File: src/rtl/fan_reg_guard_pkg.sv
package fan_reg_guard_pkg;
  localparam int unsigned DW = 8;

  localparam logic [7:0] A_DUTY0 = 8'h30;
  localparam logic [7:0] A_LIM0  = 8'h40;
  localparam logic [7:0] A_MODE0 = 8'h5C;
  localparam logic [7:0] A_SFR   = 8'h7C;
  localparam logic [7:0] A_CFG   = 8'h7F;
  localparam logic [7:0] A_STAT0 = 8'h88;

  localparam logic [7:0] DEF_DUTY = 8'hFF;
  localparam logic [7:0] DEF_LIM  = 8'h80;
  localparam logic [7:0] DEF_MODE = 8'h62;
  localparam logic [7:0] DEF_SFR  = 8'h00;

  localparam int unsigned SFR_INT_EN   = 2;
  localparam logic [7:0]  SFR_OPEN_MSK = 8'h07;
  localparam logic [2:0]  MODE_MANUAL  = 3'b111;

  typedef struct packed {
    logic [3:0] rsv;
    logic       ovrid;
    logic       low_pwr;
    logic       lock;
    logic       start;
  } cfg_t;

  function automatic logic in_win(logic [7:0] a, logic [7:0] base, int unsigned n);
    return (a >= base) && ({1'b0, a} < ({1'b0, base} + 9'(n)));
  endfunction
endpackage

File: src/rtl/fan_reg_guard_ctl.sv
module fan_reg_guard_ctl
  import fan_reg_guard_pkg::*;
(
  input  logic        clk_i,
  input  logic        rst_ni,
  input  logic        wr_i,
  input  logic        cfg_sel_i,
  input  logic        sfr_sel_i,
  input  logic [7:0]  wdata_i,
  output cfg_t        cfg_o,
  output logic [7:0]  sfr_o,
  output logic        shdn_o
);
  cfg_t       cfg_q;
  logic [7:0] sfr_q;
  logic [7:0] sfr_msk;

  assign shdn_o = cfg_q.low_pwr & ~cfg_q.start;

  always_comb begin
    sfr_msk = cfg_q.lock ? (8'h01 << SFR_INT_EN) : 8'hFF;
    if (shdn_o) sfr_msk = sfr_msk & SFR_OPEN_MSK;
  end

  always_ff @(posedge clk_i or negedge rst_ni) begin
    if (!rst_ni) begin
      cfg_q <= '0;
      sfr_q <= DEF_SFR;
    end else if (wr_i) begin
      if (cfg_sel_i) begin
        if (cfg_q.lock) cfg_q.ovrid <= wdata_i[3];
        else            cfg_q       <= cfg_t'(wdata_i);
      end
      if (sfr_sel_i) sfr_q <= (sfr_q & ~sfr_msk) | (wdata_i & sfr_msk);
    end
  end

  assign cfg_o = cfg_q;
  assign sfr_o = sfr_q;

  p_lock_sticky_r3: assert property (@(posedge clk_i) disable iff (!rst_ni)
    cfg_q.lock |=> cfg_q.lock);
  p_ovrid_wr_r5: assert property (@(posedge clk_i) disable iff (!rst_ni)
    (wr_i && cfg_sel_i) |=> cfg_q.ovrid == $past(wdata_i[3]));
  p_int_en_wr_r6: assert property (@(posedge clk_i) disable iff (!rst_ni)
    (wr_i && sfr_sel_i) |=> sfr_q[SFR_INT_EN] == $past(wdata_i[SFR_INT_EN]));
endmodule

File: src/rtl/fan_reg_guard_fan.sv
module fan_reg_guard_fan
  import fan_reg_guard_pkg::*;
(
  input  logic       clk_i,
  input  logic       rst_ni,
  input  logic       wr_i,
  input  logic       mode_sel_i,
  input  logic       duty_sel_i,
  input  logic [7:0] wdata_i,
  input  logic       lock_i,
  input  logic       shdn_i,
  output logic [7:0] mode_o,
  output logic [7:0] duty_o,
  output logic       manual_o
);
  logic [7:0] mode_q, duty_q;
  logic       open_w;

  assign open_w   = wr_i & ~lock_i & ~shdn_i;
  assign manual_o = (mode_q[7:5] == MODE_MANUAL);

  always_ff @(posedge clk_i or negedge rst_ni) begin
    if (!rst_ni) begin
      mode_q <= DEF_MODE;
      duty_q <= DEF_DUTY;
    end else begin
      if (open_w && mode_sel_i)             mode_q <= wdata_i;
      if (open_w && duty_sel_i && manual_o) duty_q <= wdata_i;
    end
  end

  assign mode_o = mode_q;
  assign duty_o = duty_q;

  p_duty_lock_r4: assert property (@(posedge clk_i) disable iff (!rst_ni)
    lock_i |=> $stable(duty_q));
  p_duty_auto_r4: assert property (@(posedge clk_i) disable iff (!rst_ni)
    !manual_o |=> $stable(duty_q));
  p_mode_lock_r3: assert property (@(posedge clk_i) disable iff (!rst_ni)
    lock_i |=> $stable(mode_q));
endmodule

File: src/rtl/fan_reg_guard_stat.sv
module fan_reg_guard_stat (
  input  logic       clk_i,
  input  logic       rst_ni,
  input  logic [7:0] evt_i,
  input  logic [7:0] act_i,
  input  logic       rd_clr_i,
  output logic [7:0] stat_o
);
  logic [7:0] stat_q;
  logic       clr_w;

  assign clr_w = rd_clr_i & ~(|act_i);

  always_ff @(posedge clk_i or negedge rst_ni) begin
    if (!rst_ni)    stat_q <= '0;
    else if (clr_w) stat_q <= evt_i;
    else            stat_q <= stat_q | evt_i;
  end

  assign stat_o = stat_q;

  p_stat_set_r7: assert property (@(posedge clk_i) disable iff (!rst_ni)
    (|evt_i) |=> ((stat_q & $past(evt_i)) == $past(evt_i)));
  p_stat_hold_r7: assert property (@(posedge clk_i) disable iff (!rst_ni)
    (|act_i) |=> ((stat_q & $past(stat_q)) == $past(stat_q)));
  p_stat_clr_r7: assert property (@(posedge clk_i) disable iff (!rst_ni)
    (rd_clr_i && !(|act_i) && !(|evt_i)) |=> (stat_q == 8'h00));
endmodule

File: src/rtl/fan_reg_guard.sv
module fan_reg_guard
  import fan_reg_guard_pkg::*;
#(
  parameter int unsigned NUM_FAN  = 3,
  parameter int unsigned NUM_LIM  = 4,
  parameter int unsigned NUM_STAT = 2
) (
  input  logic                  clk_i,
  input  logic                  rst_ni,
  input  logic [7:0]            addr_i,
  input  logic                  wr_i,
  input  logic                  rd_i,
  input  logic [7:0]            wdata_i,
  output logic [7:0]            rdata_o,
  input  logic [NUM_STAT*8-1:0] evt_i,
  input  logic [NUM_STAT*8-1:0] evt_act_i,
  output logic                  start_o,
  output logic                  lock_o,
  output logic                  ovrid_o,
  output logic                  int_en_o,
  output logic [NUM_FAN-1:0]    fan_manual_o,
  output logic [NUM_FAN*8-1:0]  duty_o
);
  localparam int unsigned SW = NUM_STAT * 8;

  cfg_t       cfg_w;
  logic [7:0] sfr_w;
  logic       shdn_w;
  logic       cfg_sel, sfr_sel, hit_any;
  logic [7:0] rd_val;
  logic [7:0] rdata_q;

  logic [7:0] mode_w [NUM_FAN];
  logic [7:0] duty_w [NUM_FAN];
  logic [7:0] lim_q  [NUM_LIM];
  logic [7:0] stat_w [NUM_STAT];

  assign cfg_sel = (addr_i == A_CFG);
  assign sfr_sel = (addr_i == A_SFR);
  assign hit_any = cfg_sel | sfr_sel
                 | in_win(addr_i, A_DUTY0, NUM_FAN)
                 | in_win(addr_i, A_MODE0, NUM_FAN)
                 | in_win(addr_i, A_LIM0,  NUM_LIM)
                 | in_win(addr_i, A_STAT0, NUM_STAT);

  fan_reg_guard_ctl u_ctl (
    .clk_i     (clk_i),
    .rst_ni    (rst_ni),
    .wr_i      (wr_i),
    .cfg_sel_i (cfg_sel),
    .sfr_sel_i (sfr_sel),
    .wdata_i   (wdata_i),
    .cfg_o     (cfg_w),
    .sfr_o     (sfr_w),
    .shdn_o    (shdn_w)
  );

  for (genvar f = 0; f < NUM_FAN; f++) begin : g_fan
    fan_reg_guard_fan u_fan (
      .clk_i      (clk_i),
      .rst_ni     (rst_ni),
      .wr_i       (wr_i),
      .mode_sel_i (addr_i == 8'(A_MODE0 + f)),
      .duty_sel_i (addr_i == 8'(A_DUTY0 + f)),
      .wdata_i    (wdata_i),
      .lock_i     (cfg_w.lock),
      .shdn_i     (shdn_w),
      .mode_o     (mode_w[f]),
      .duty_o     (duty_w[f]),
      .manual_o   (fan_manual_o[f])
    );
    assign duty_o[f*8 +: 8] = duty_w[f];
  end

  for (genvar l = 0; l < NUM_LIM; l++) begin : g_lim
    always_ff @(posedge clk_i or negedge rst_ni) begin
      if (!rst_ni) lim_q[l] <= DEF_LIM;
      else if (wr_i && addr_i == 8'(A_LIM0 + l) && !cfg_w.lock && !shdn_w)
        lim_q[l] <= wdata_i;
    end
  end

  for (genvar s = 0; s < NUM_STAT; s++) begin : g_stat
    fan_reg_guard_stat u_stat (
      .clk_i    (clk_i),
      .rst_ni   (rst_ni),
      .evt_i    (evt_i[s*8 +: 8]),
      .act_i    (evt_act_i[s*8 +: 8]),
      .rd_clr_i (rd_i && !shdn_w && addr_i == 8'(A_STAT0 + s)),
      .stat_o   (stat_w[s])
    );
  end

  always_comb begin
    rd_val = 8'h00;
    if (cfg_sel) rd_val = cfg_w;
    else if (sfr_sel) rd_val = shdn_w ? (sfr_w & SFR_OPEN_MSK) : sfr_w;
    else if (!shdn_w) begin
      for (int i = 0; i < NUM_FAN; i++) begin
        if (addr_i == 8'(A_DUTY0 + i)) rd_val = duty_w[i];
        if (addr_i == 8'(A_MODE0 + i)) rd_val = mode_w[i];
      end
      for (int i = 0; i < NUM_LIM; i++)
        if (addr_i == 8'(A_LIM0 + i)) rd_val = lim_q[i];
      for (int i = 0; i < NUM_STAT; i++)
        if (addr_i == 8'(A_STAT0 + i)) rd_val = stat_w[i];
    end
  end

  always_ff @(posedge clk_i or negedge rst_ni) begin
    if (!rst_ni)   rdata_q <= 8'h00;
    else if (rd_i) rdata_q <= rd_val;
  end

  assign rdata_o  = rdata_q;
  assign start_o  = cfg_w.start;
  assign lock_o   = cfg_w.lock;
  assign ovrid_o  = cfg_w.ovrid;
  assign int_en_o = sfr_w[SFR_INT_EN];

  logic unused_sw;
  assign unused_sw = (SW == 0);

  p_undef_rd_r2: assert property (@(posedge clk_i) disable iff (!rst_ni)
    (rd_i && !hit_any) |=> (rdata_o == 8'h00));
  p_shdn_rd_r8: assert property (@(posedge clk_i) disable iff (!rst_ni)
    (rd_i && shdn_w && !cfg_sel && !sfr_sel) |=> (rdata_o == 8'h00));
  p_rd_hold_r9: assert property (@(posedge clk_i) disable iff (!rst_ni)
    !rd_i |=> $stable(rdata_o));
  p_lim_lock_r3: assert property (@(posedge clk_i) disable iff (!rst_ni)
    cfg_w.lock |=> $stable(lim_q[0]));
endmodule

File: config.mk
export PLATFORM = sky130hd
export DESIGN_NAME = fan_reg_guard
export DESIGN_NICKNAME = d
export VERILOG_FILES = /design/src/rtl/fan_reg_guard_pkg.sv /design/src/rtl/fan_reg_guard_ctl.sv /design/src/rtl/fan_reg_guard_fan.sv /design/src/rtl/fan_reg_guard_stat.sv /design/src/rtl/fan_reg_guard.sv
export SDC_FILE = /design/constraint.sdc
export NUM_CORES = 1
export LEC_CHECK = 0
export CAP_MARGIN = 10
export CORE_ASPECT_RATIO = 0.8
export CORE_MARGIN = 5
export CORE_UTILIZATION = 45
export DETAILED_ROUTE_END_ITERATION = 10
export DONT_BUFFER_PORTS = 1
export GPL_TIMING_DRIVEN = 0
export MAX_ROUTING_LAYER = met4
export SYNTH_ARGS = -nofsm -noshare
export SYNTH_HDL_FRONTEND = slang
export SYNTH_SLANG_ARGS = --single-unit
File: constraint.sdc
create_clock -name clk_i -period 2.35 [get_ports clk_i]
set_input_delay 0.235 -clock clk_i [delete_from_list [all_inputs] [get_ports clk_i]]
set_output_delay 0.235 -clock clk_i [all_outputs]
set_load 0.02 [all_outputs]
==> results <==
- The flow ran to the end, but the final reports show violations.
- The checks that failed: hold timing.
- The longest clock path from root to sink contains 2 buffers.
- The most used flip-flop cell after synthesis is sky130_fd_sc_hd__dfrtp_1.
- The total of buffers placed on input and output ports is 0.
- Across all hold checks on the routed design, the worst slack comes to -0.491 ns.
- After detailed routing, the number of vias per cell comes to 6.23.
- The die is 114 um tall.
- After layout, the worst path uses 94.3% of the clock period.
- Once detailed placement completed, the half-perimeter wirelength came to 14,200 um.
- The share of the synthesized area in the top cell type is 33.9%.
- After routing the design area is 7210 um^2.
- The post-route minimum period is 2.22 ns.
- The worst hold path belongs to the class in2async.
- The proportion of layout cells with a drive suffix above 1 is 31.6%.
- The setup check on the worst reg-to-reg path leaves a slack of 0.13 ns.
- Total power for the finished layout comes to 5110 uW.
- The count of final hold-check violations is 120.
- The number of synthesized flops with an enable pin is 0.
- The routed layout has 4,930 vias.
- The cell area after placement is 6350 um^2.
- Setup repair after global routing left no endpoint under its margin.
- The number of nets produced by synthesis is 606.
- Measured along the x axis, the die boundary spans 140 um.
- In this run, synthesis produced a sequential element count of 120.
- The largest net degree at the start of global routing is 121.
- The detailed-route wire length is 19,800 um.
- The net switching power is 1220 uW.
- The element type at the critical path end is a flop.
- For this run, the post-layout net count is 650.
- Relative to the synthesized area, the layout overhead comes to 17.7%.
- Clock latency on the worst-skew pair, taken at its later pin, is 0.43 ns.
- At the pin with the least slew margin, the transition time is 0.943 ns.
- The number of remaining DRC errors is 0.
- The floorplan step defined a core boundary enclosing 13,500 um^2.
- The internal power of the cells totals 3890 uW.
- In this run the critical register-to-register path is captured at lim_q[1]$_DFFE_PN0P_.
- Across the routed clock network, the largest skew measured is 0.00907 ns.
- The initial antenna violation count is 0.
- The tool flagged a number of max-cap violations equal to 0.
- Data on the critical path is required at its endpoint by 2.66 ns.
- The biggest fanout along the worst timing path is 8.
- The path depth of the worst reg2reg path is 5.
- The maximum vdd ir drop is 0.000558 V.
- The sequential fraction of the synthesis area is 49.8%.
- The congestion estimate from routability-driven global placement came to 0.992.
- The first global-routing pass estimated 30,200 um of wire.
- The combinational cell fraction of total power is 6.6%.
- The antenna diode instance count is 0.
- The reg-to-reg critical path startpoint is u_ctl.cfg_o[1]$_DFFE_PN0P_.
- In the post-synthesis netlist, the biggest area contributors are sky130_fd_sc_hd__dfrtp_1, sky130_fd_sc_hd__mux2_2, sky130_fd_sc_hd__dfstp_2.
- The post-detailed-route wirelength per cell is 25.0 um.
- The part of the total power dissipated in the clock network is 50.1%.
- The endpoint arrival time on the critical path is 2.53 ns.
- In this run the clock root is driven by a sky130_fd_sc_hd__clkbuf_16.
- The library cell used most frequently in the layout, excluding fill and tap cells, is sky130_fd_sc_hd__mux2_2.
- The clock sink total is 120.
- The sum of negative setup slack is 0 ns.
- The final count of pins violating max slew came to 0.
- Each instance of the synthesized netlist takes up on average 11.0 um^2.
- The total global routing track utilization is 26.0%.
- Net switching is 23.8% of the power.
- Once placement completed, the tool counted placed cells totaling 734.
- The initial utilization of the core area, before any placement, comes to 45.5%.
- The kind of start point of the critical path is a flop.
- The largest total area in the synthesized netlist belongs to sky130_fd_sc_hd__dfrtp_1.
- The via count of the first global-routing pass is 4,956.
- The die covers 16,000 um^2.
- The TritonCTS clock tree is built.
- The number of inserted filler cells in the final layout is 1,166.
- The sequential fraction of design power is 43.3%.
- Leaving out fill and tap cells, the most frequent cells in the layout are sky130_fd_sc_hd__mux2_2, sky130_fd_sc_hd__dfrtp_1, sky130_fd_sc_hd__dfstp_2.
- The first detailed-routing pass ran for 5 iterations.
- The achievable clock frequency is 451 MHz.
- Leaving out filler cells and counting taps, the final layout contains 791.
- Setup violations remaining at the end of the flow were counted as 0.
- The remaining number of nets flagged by the antenna check after routing is 0.
- In the synthesized netlist the async set-or-reset flop fraction comes to 100%.
- After global routing the overflow that remains totals 0.
- The Yosys step of the flow raised 0 warnings.
- The number of top-level pins is 91.
- The area of the mapped netlist is 6120 um^2.
- The startpoint-to-endpoint class of the critical path is reg2reg.
- The power per cell area is 709 nW/um^2.
- In this run, CTS created clock tree buffers numbering 17.
- Synthesis handed over a netlist of 554 instances.
- The CTS H-tree depth is 4.
- The leakage dissipation is 0.00294 uW.
- Yosys mapped the design onto 57 distinct sky130hd cell types.
- Headroom to the max-slew limit came out at 36.9%.
- After clock tree synthesis, the clock-pin slew on the worst setup and hold paths is 0.06 ns.
- In this run the core area contains 38 standard-cell rows.
- The detailed router's first-iteration violation count is 625.
[through the flow]
step	util [%]	worst slack (ns)
global route	53.6	0.0698
finish	53.6	0.135
detailed placement	47.2	-0.312
global placement	47.2	-0.336
floorplan	-	0.390
CTS	53.3	-0.0700
[final cells by class]
type / instances / area [um^2] / area share (%)
Buffer: 36 / 156 / 2.17
Clock buffer: 20 / 457 / 6.34
Clock inverter: 12 / 125 / 1.74
Inverter: 3 / 11.3 / 0.156
Multi-Input combinational cell: 395 / 2930 / 40.7
Sequential cell: 120 / 3050 / 42.3
Tap cell: 180 / 225 / 3.13
Timing Repair Buffer: 25 / 250 / 3.47
[synthesized netlist by cell type (all sizes together) (3+ instances only)]
| library cell | count |
|---|---|
| a2111oi | 3 |
| a211oi | 5 |
| a21o | 19 |
| a21oi | 25 |
| a221oi | 7 |
| a22o | 3 |
| a22oi | 5 |
| a31oi | 8 |
| and3 | 6 |
| buf | 13 |
| clkbuf | 23 |
| dfrtp | 83 |
| dfstp | 37 |
| mux2 | 99 |
| mux2i | 3 |
| nand2 | 28 |
| nand2b | 6 |
| nand3 | 25 |
| nand4 | 12 |
| nor2 | 38 |
| nor2b | 7 |
| nor3 | 11 |
| nor4 | 7 |
| o21ai | 28 |
| o221ai | 4 |
| o22ai | 6 |
| o31a | 3 |
| o31ai | 3 |
| or2 | 3 |
| or3 | 3 |
[power by group through the flow]
stage	clock network (uW)	logic, uW	registers [uW]
6_report	2560	338	2210
5_1_grt	2690	362	2220
4_1_cts	2600	328	2210
3_5_place_dp	0	292	2250
3_3_place_gp	0	286	2240
2_1_floorplan	0	206	2230
[what timing repair did]
| action | in CTS | in global routing |
|---|---|---|
| pin swaps | 0 | 0 |
| hold endpoints to repair | 153 | 122 |
| setup endpoints to repair | 62 | 31 |
| setup buffers | 0 | 0 |
| resized for setup | 1 | 5 |
| hold buffers | 24 | 1 |
[sequential cells by signal, summed over array words and instances (netlist names), named ones only]
register              cells
g_fan.u_fan.mode_o       24
rdata_o                   8
g_stat.u_stat.stat_o     16
u_ctl.cfg_o               8
lim_q                    32
u_ctl.sfr_o               1
g_fan.u_fan.duty_o       24
[logic make-up (layout without fill, tap and decap cells)]
group                  after synthesis  count (layout)  share of synthesized area [%]
AND/OR/NAND/NOR                    158             158                           13.7
multiplexers                       103             103                           19.1
AO/OA/AOI/OAI                      134             134                           14.7
buffers and inverters               39              96                           2.74
flip-flops                         120             120                           49.8
[critical path: stages, from the launching register on]
cell	delay [ns]
sky130_fd_sc_hd__dfrtp_1	0.47
sky130_fd_sc_hd__nand2b_1	0.28
sky130_fd_sc_hd__nor2_4	0.28
sky130_fd_sc_hd__nand2_1	0.30
sky130_fd_sc_hd__nor2_4	0.40
sky130_fd_sc_hd__mux2_2	0.38
[how the worst max path moves through the flow]
stage                                          start                   end  depth (start not counted)
after global placement    u_ctl.cfg_o[1]$_DFFE_PN0P_  lim_q[4]$_DFFE_PN0P_                          5
after global routing      u_ctl.cfg_o[1]$_DFFE_PN0P_  lim_q[0]$_DFFE_PN0P_                          5
after CTS                 u_ctl.cfg_o[1]$_DFFE_PN0P_  lim_q[1]$_DFFE_PN0P_                          5
after floorplan           u_ctl.cfg_o[1]$_DFFE_PN0P_  lim_q[0]$_DFFE_PN0P_                          5
after detailed placement  u_ctl.cfg_o[1]$_DFFE_PN0P_  lim_q[1]$_DFFE_PN0P_                          5
final                     u_ctl.cfg_o[1]$_DFFE_PN0P_  lim_q[1]$_DFFE_PN0P_                          5
[routing by layer]
layer  vias to the layer above  part of all wire [%]  track usage, %
met3                        32                   7.9            5.55
li1                       2174                     -               -
met4                         0                   1.8            8.52
met5                         -                     0               -
met1                      2516                    46            37.1
met2                       208                    44            37.0
Power figures use the tool's default switching activity.
